===== src/rtl/bsh_pkg.sv =====
package bsh_pkg;
    typedef enum logic [1:0] {
        CNT_IMM  = 2'd0,
        CNT_STAT = 2'd1,
        CNT_TREG = 2'd2,
        CNT_ZERO = 2'd3
    } cnt_src_e;

    typedef enum logic {
        OS_EMPTY = 1'b0,
        OS_FULL  = 1'b1
    } out_state_e;
endpackage


===== src/rtl/bsh_count_sel.sv =====
module bsh_count_sel
    import bsh_pkg::*;
#(
    parameter int IMMW = 6,
    parameter int STW  = 5,
    parameter int TW   = 16,
    parameter int TBITS = 6,
    parameter int LMAX = 31,
    parameter int RMAX = 16,
    parameter int CW   = 7
) (
    input  logic [1:0]      cnt_sel,
    input  logic [IMMW-1:0] imm_cnt,
    input  logic [STW-1:0]  stat_cnt,
    input  logic [TW-1:0]   treg,
    output logic [CW-1:0]   eff_cnt
);
    logic [CW-1:0] raw;
    int            raw_i;

    always_comb begin
        unique case (cnt_src_e'(cnt_sel))
            CNT_IMM:  raw = {{(CW-IMMW){imm_cnt[IMMW-1]}}, imm_cnt};
            CNT_STAT: raw = {{(CW-STW){stat_cnt[STW-1]}}, stat_cnt};
            CNT_TREG: raw = {{(CW-TBITS){treg[TBITS-1]}}, treg[TBITS-1:0]};
            CNT_ZERO: raw = '0;
            default:  raw = '0;
        endcase
    end

    always_comb begin
        raw_i = int'($signed(raw));
        if (raw_i < -RMAX)
            eff_cnt = CW'(-RMAX);
        else if (raw_i > LMAX)
            eff_cnt = CW'(LMAX);
        else
            eff_cnt = raw;
    end
endmodule


===== src/rtl/bsh_operand_ext.sv =====
module bsh_operand_ext #(
    parameter int DW = 40,
    parameter int MW = 16
) (
    input  logic          src_mem,
    input  logic          sxm,
    input  logic [DW-1:0] acc_in,
    input  logic [MW-1:0] mem_in,
    output logic [DW-1:0] opd
);
    logic fill;

    always_comb begin
        fill = sxm & mem_in[MW-1];
        if (src_mem)
            opd = {{(DW-MW){fill}}, mem_in};
        else
            opd = acc_in;
    end
endmodule


===== src/rtl/bsh_shift_core.sv =====
module bsh_shift_core #(
    parameter int DW = 40,
    parameter int CW = 7
) (
    input  logic [DW-1:0] opd,
    input  logic [CW-1:0] cnt,
    input  logic          sxm,
    output logic [DW-1:0] res
);
    logic            fill;
    logic [CW-1:0]   mag;
    logic [2*DW-1:0] wide;

    always_comb begin
        fill = sxm & opd[DW-1];
        wide = '0;
        if (cnt[CW-1]) begin
            mag  = CW'(0) - cnt;
            wide = {{DW{fill}}, opd} >> mag;
            res  = wide[DW-1:0];
        end else begin
            mag  = cnt;
            res  = opd << mag;
        end
    end
endmodule


===== src/rtl/barrel_shift40.sv =====
module barrel_shift40
    import bsh_pkg::*;
#(
    parameter int DW    = 40,
    parameter int MW    = 16,
    parameter int IMMW  = 6,
    parameter int STW   = 5,
    parameter int TW    = 16,
    parameter int TBITS = 6,
    parameter int LMAX  = 31,
    parameter int RMAX  = 16
) (
    input  logic            clk,
    input  logic            rst_n,
    input  logic            in_valid,
    input  logic            src_mem,
    input  logic [DW-1:0]   acc_in,
    input  logic [MW-1:0]   mem_in,
    input  logic [1:0]      cnt_sel,
    input  logic [IMMW-1:0] imm_cnt,
    input  logic [STW-1:0]  stat_cnt,
    input  logic [TW-1:0]   treg,
    input  logic            sxm,
    output logic            out_valid,
    output logic [DW-1:0]   out_data
);
    localparam int CW = $clog2(LMAX + 1) + 2;

    logic [CW-1:0] eff_cnt;
    logic [DW-1:0] ext_opd;
    logic [DW-1:0] shifted;

    out_state_e state_q, state_d;
    logic [DW-1:0] data_q;

    bsh_count_sel #(
        .IMMW(IMMW), .STW(STW), .TW(TW), .TBITS(TBITS),
        .LMAX(LMAX), .RMAX(RMAX), .CW(CW)
    ) u_cnt (
        .cnt_sel (cnt_sel),
        .imm_cnt (imm_cnt),
        .stat_cnt(stat_cnt),
        .treg    (treg),
        .eff_cnt (eff_cnt)
    );

    bsh_operand_ext #(.DW(DW), .MW(MW)) u_ext (
        .src_mem(src_mem),
        .sxm    (sxm),
        .acc_in (acc_in),
        .mem_in (mem_in),
        .opd    (ext_opd)
    );

    bsh_shift_core #(.DW(DW), .CW(CW)) u_core (
        .opd(ext_opd),
        .cnt(eff_cnt),
        .sxm(sxm),
        .res(shifted)
    );

    always_comb begin
        unique case (state_q)
            OS_EMPTY: state_d = in_valid ? OS_FULL : OS_EMPTY;
            OS_FULL:  state_d = in_valid ? OS_FULL : OS_EMPTY;
            default:  state_d = OS_EMPTY;
        endcase
    end

    always_ff @(posedge clk) begin
        if (!rst_n) begin
            state_q <= OS_EMPTY;
            data_q  <= '0;
        end else begin
            state_q <= state_d;
            if (in_valid)
                data_q <= shifted;
        end
    end

    always_comb begin
        out_valid = (state_q == OS_FULL);
        out_data  = data_q;
    end
endmodule


===== config.mk =====
export PLATFORM = sky130hd
export DESIGN_NAME = barrel_shift40
export DESIGN_NICKNAME = d
export VERILOG_FILES = /design/src/rtl/bsh_pkg.sv /design/src/rtl/bsh_count_sel.sv /design/src/rtl/bsh_operand_ext.sv /design/src/rtl/bsh_shift_core.sv /design/src/rtl/barrel_shift40.sv
export SDC_FILE = /design/constraint.sdc
export NUM_CORES = 1
export LEC_CHECK = 0
export BUFFER_PORTS_ARGS = -buffer_cell sky130_fd_sc_hd__buf_2
export CORE_MARGIN = 5
export CORE_UTILIZATION = 59
export CTS_CLUSTER_SIZE = 30
export DETAILED_ROUTE_END_ITERATION = 10
export PLACE_DENSITY = 0.84
export REMOVE_ABC_BUFFERS = 1
export SLEW_MARGIN = 20
export SYNTH_ARGS = -nofsm -noshare
export SYNTH_HDL_FRONTEND = slang
export SYNTH_SLANG_ARGS = --single-unit

===== constraint.sdc =====
create_clock -name clk -period 6.7 [get_ports clk]
set_clock_uncertainty 0.15 [all_clocks]
set_input_delay 2.01 -clock clk [delete_from_list [all_inputs] [get_ports clk]]
set_output_delay 2.01 -clock clk [all_outputs]
set_load 0.05 [all_outputs]

# Yosys cells after proc, flatten, opt, wreduce, memory -nomap -nowiden
# Index checks and enable logic that the tools add are counted.
# totals
ff_bits	41
out_inout_bits	41
ram_bits	0
latchBits	0
n_memories	0
mem_bits_ro	0
# classes
addsub	1
eq_ne	3
shifts	2
mul	0
div	0
bitwise_logic	2
reduce_logical	1
mux	6
magnitude_cmp	2
# ops
op	n
two-way mux 40 bit	2
right shift 80 x 7 -> 40 bit	1
left shift 40 x 7 -> 40 bit	1
one-hot mux 7 bit (4 select lines)	1
two-way mux 7 bit	2
greater-than comparator 7 x 6 -> 1 bit (second input constant)	1
< comparator 7 x 5 -> 1 bit (second input constant)	1
subtractor 1 x 7 -> 7 bit (first input constant)	1
equality test 2 bit (second input constant)	2
bitwise AND 1 bit	2
equality test 2 x 1 -> 1 bit (second input constant)	1
zero test 2 bit	1
two-way mux 1 bit	1

# Depth between registers and ports, before layout
# logic_depth
word_depth	8
mapped_depth	22
mapped_depth_nobuf	13

# Modules after synthesis
# From an unflattened synthesis, not the netlist that was laid out.
# unflattened
cells_unflattened	1002
area_unflattened_um2	8094.0
# by_module_without_submodules
module	instances	area_per_inst_um2	seq_area_each_um2	cells_per_inst
bsh_shift_core	1	5851.9	0.0	771
barrel_shift40	1	1584.0	820.8	131
bsh_operand_ext	1	446.7	0.0	71
bsh_count_sel	1	211.5	0.0	29

# Worst setup path after synthesis
# No wires, ideal clock.
# synth_path
kind	input-to-reg
startpoint	input port cnt_sel[0]
endpoint	register data_q[38], in the netlist out_data[38]
t_arrival_ns	5.512
setup_time_ns	0.132
path_slack_ns	0.906
n_path_buf	8
t_required_ns	6.418
path_stages	21
cell_sequence	buf_2 > nor4b_4 > or2_1 > buf_6 > nor2_8 > inv_2 > buf_6 > buf_2 > buf_2 > ha_1 > clkbuf_1 > o21ai_0 > o211ai_1 > buf_2 > buf_2 > nand2_1 > o21ai_0 > o31a_1 > nand2_1 > a221oi_1 > o32ai_1
# synth_between
elab_chain_len	8
elab_cells_between_ends	13
# synth_rtl
element	line_no	rtl
start, declared	barrel_shift40.sv:19	input logic [1:0] cnt_sel,
equality test 2 bit, or another cell as far along	bsh_count_sel.sv:22	unique case (cnt_src_e'(cnt_sel))
one-hot mux 7 bit (4 select lines) *	bsh_count_sel.sv:22	
greater-than comparator 7 x 6 -> 1 bit	bsh_count_sel.sv:35	else if (raw_i > LMAX)
two-way mux 7 bit	bsh_count_sel.sv:35	
two-way mux 7 bit *	bsh_count_sel.sv:33	if (raw_i < -RMAX)
subtractor 1 x 7 -> 7 bit	bsh_shift_core.sv:18	mag = CW'(0) - cnt;
right shift 80 x 7 -> 40 bit	bsh_shift_core.sv:19	wide = {{DW{fill}}, opd} >> mag;
two-way mux 40 bit *	bsh_shift_core.sv:17	if (cnt[CW-1]) begin
end signal, assigned	barrel_shift40.sv:77	data_q <= shifted;
end, declared	barrel_shift40.sv:34	logic [DW-1:0] data_q;
# Mark *: on every way between the ends. The rest lies on a longest branch, timed or not.
# A chain may end at the register's enable or synchronous reset.

# Worst setup path after layout
# layout_path
startpoint	input port cnt_sel[0]
endpoint	register data_q[6], in the netlist out_data[6]
# The elaborated chain is that of the path after synthesis.

==> results.py <==
metrics = {
    "power_and_ir_drop": {
        "leakagePower_uw": 0.00315,
        "power_per_cell_area_nw_per_um2": 224,
        "combPwrFrac_pct": 65.7,
        "p_sw_share_pct": 53.0,
        "power_frac_seq_pct": 16.1,
        "internal_power_uw": 847,
        "pwr-share-clk_pct": 18.3,
        "ir_worst_vdd_uv": 169,
        "netSwitchingPower_uw": 953,
        "power_uw": 1800,
    },
    "setup_path": {
        "critPathLaunchType": "primary input",
        "critPathArrivalTime_ns": 6.20,
        "crit_type": "in -> reg",
        "worstPathMaxFanout": 30,
        "cp.required_ns": 6.72,
        "endpoint_kind": "register",
    },
    "route": {
        "vias": 9875,
        "drt_first_pass_iters": 8,
        "post_drt_wl_per_cell_um": 26.0,
        "drc": 0,
        "drt_iter0_drc": 1950,
        "wirelength_mm": 33.8,
        "post_drt_via_cell_ratio": 7.61,
        "antenna_left": 0,
    },
    "logic_synthesis": {
        "async_reset_ff_share_pct": 0,
        "yosysTopAreaCell": "dfxtp_1",
        "syn_inst": 1077,
        "synth.most_common_cell": "o21ai_0",
        "synthTopCellsByCount": "o21ai_0 (129), nand2_1 (117), a21oi_1 (105)",
        "synth_edf_count": 0,
        "postSynthAreaPerCell_um2": 6.80,
        "synth_seq_cells": 41,
        "yosysUniqueCellTypes": 87,
        "yosysSeqAreaShare_pct": 11.2,
        "ys.flop_type": "dfxtp_1",
        "syn_area_um2": 7320,
        "synth.top_cell.area_share_pct": 11.2,
        "yosysWarnings": 0,
        "yosys-top-cells-area": "dfxtp_1 (11%), o21ai_0 (8.8%), mux2i_1 (8.2%)",
    },
    "global_route": {
        "antenna_found_initial": 0,
        "track_usage_pct": 43.8,
        "grt_pass1_wl_mm": 50.6,
        "first_global_vias": 8607,
        "overflow": 0,
        "grt_max_degree": 55,
    },
    "clock_tree": {
        "post_cts_buffers": 0,
        "ctsResizeCount": 0,
        "cts_hold_buf": 0,
        "clkSinkCount": 41,
        "cts_root_buf": "clkbuf_16",
        "clock_latency_ns": 0.30,
        "h-tree-depth": 2,
        "numCtsBuffers": 5,
        "cts_tree": "done",
        "max-clock-path-buffers": 2,
        "cts.clk_slew.worst_paths_ns": 0.07,
    },
    "sta": {
        "finalMaxSlewViolations": 0,
        "period_share_pct": 92.4,
        "hold_violations": 0,
        "rsz0062_at_grt": "no",
        "relSlewSlack_pct": 34.8,
        "fin_ws_ns": 0.511,
        "worst_slew_pin_slew_ns": 0.971,
        "finalCriticalPeriod_ns": 6.19,
        "setup_viol": 0,
        "fmax_mhz": 162,
    },
    "placement": {
        "port_buffers": 120,
        "hpwl_mm": 25.1,
        "pre_cts_slack_ns": 0.409,
        "finalWeightedCongestion": 1.10,
        "placed_area_um2": 7840,
        "dp.cells": 1290,
    },
    "die": {
        "die_y_um": 121,
        "ios": 131,
        "core_um2": 12100,
        "dieArea_um2": 14700,
        "die_w_um": 121,
        "initial_core_util_pct": 60.5,
        "num_rows": 40,
    },
    "job": {
        "cap_viol_max_count": 0,
    },
    "layout": {
        "drive_gt1_share_pct": 21.1,
        "post-route-util_pct": 66.3,
        "diodes": 0,
        "design_area_um2": 8030,
        "areaGrowthSynthToFinish_pct": 9.65,
        "layout.cells.non_filler": 1298,
        "nNetsFinal": 1220,
    },
    "worst_hold_path": {
        "hp-class": "reg -> reg",
    },
    "run_status": {
        "status": "complete, no violations",
    },
}
cell families after synthesis:
kind of cell               synth area share (%)
AOI/OAI and AO/OA                          43.5
and+or+nand+nor                            22.0
buffers and inverters                      8.25
muxes                                      14.9
DFF                                        11.2
adders and majority gates                 0.171
layout by cell type (no fill, tap or decap), drive strengths merged, types with 5 or more instances in the layout:
cell type,netlist,final
a22oi,5,5
a21oi,106,106
o2111ai,5,5
or3,9,9
clkbuf,44,5
o21ai,145,145
o31ai,8,8
nand3,48,48
nor2,82,82
mux2,28,28
mux4,7,7
o21a,8,8
o32ai,7,7
dfxtp,41,41
o22ai,15,15
a31oi,27,27
nand2,117,117
or2,8,8
nor2b,13,13
o221ai,13,13
buf,64,153
a21o,11,11
mux2i,61,61
o211ai,45,45
nor3,30,30
and3,8,8
o2bb2ai,7,7
a221oi,16,16
inv,9,10
a211oi,20,20
worst max-delay path, cell delays in order:
cell	delay, ns
buf_2	0.33
and4bb_4	0.33
or2_1	0.34
nor2_4	0.16
inv_2	0.05
ha_1	0.28
buf_4	0.21
o21ai_0	0.21
o211ai_1	0.28
buf_4	0.32
nor2_2	0.33
a21oi_1	0.21
mux2i_1	0.45
nor2_1	0.10
a2111oi_0	0.46
a21oi_1	0.11
routing by layer:
| metal | up-vias | track usage [%] | wire length [µm] | share of wire, % |
|---|---|---|---|---|
| met5 | - | 0 | 0 | 0 |
| met4 | 0 | 22.8 | 2560 | 7.6 |
| met3 | 202 | 10.3 | 4960 | 15 |
| met2 | 969 | 64.7 | 13900 | 41 |
| met1 | 4440 | 59.0 | 12400 | 37 |
| li1 | 4264 | - | - | - |
final timing paths:
check / slack, ns / cells past startpoint / startpoint / to
worst max-delay path: 0.51 / 16 / cnt_sel[0] / out_data[6]
worst min-delay path: 0.31 / 2 / out_data[10] / out_data[10]
worst max register to register: 5.34 / 4 / out_data[13] / out_data[13]
worst min register to register: 0.31 / 2 / out_data[10] / out_data[10]
power groups by stage:
stage	clock network [µW]	logic [µW]	registers [µW]
floorplan	0	647	391
global placement	0	1120	292
detailed placement	0	1120	293
CTS	323	1120	288
global route	335	1230	291
finish	329	1180	289
final cells by class:
cell class | instances | area [µm²]
Clock buffer | 5 | 125
Tap cell | 168 | 210
Sequential cell | 41 | 821
Multi-Input combinational cell | 919 | 5910
Fill cell | 1160 | 4080
Timing Repair Buffer | 153 | 861
Clock inverter | 3 | 68.8
Inverter | 9 | 33.8
through the flow:
stage / TNS (ns) / hold slack, ns
6_report: 0 / 0.313
5_1_grt: 0 / 0.329
4_1_cts: 0 / 0.308
3_5_place_dp: 0 / 0.292
3_3_place_gp: 0 / 0.284
2_1_floorplan: -54.17 / 0.523
state kept, by name (all words and copies together) (netlist names):
signal / count
out_data: 40
out_valid: 1
No activity file was read; power rests on OpenSTA's default activity.
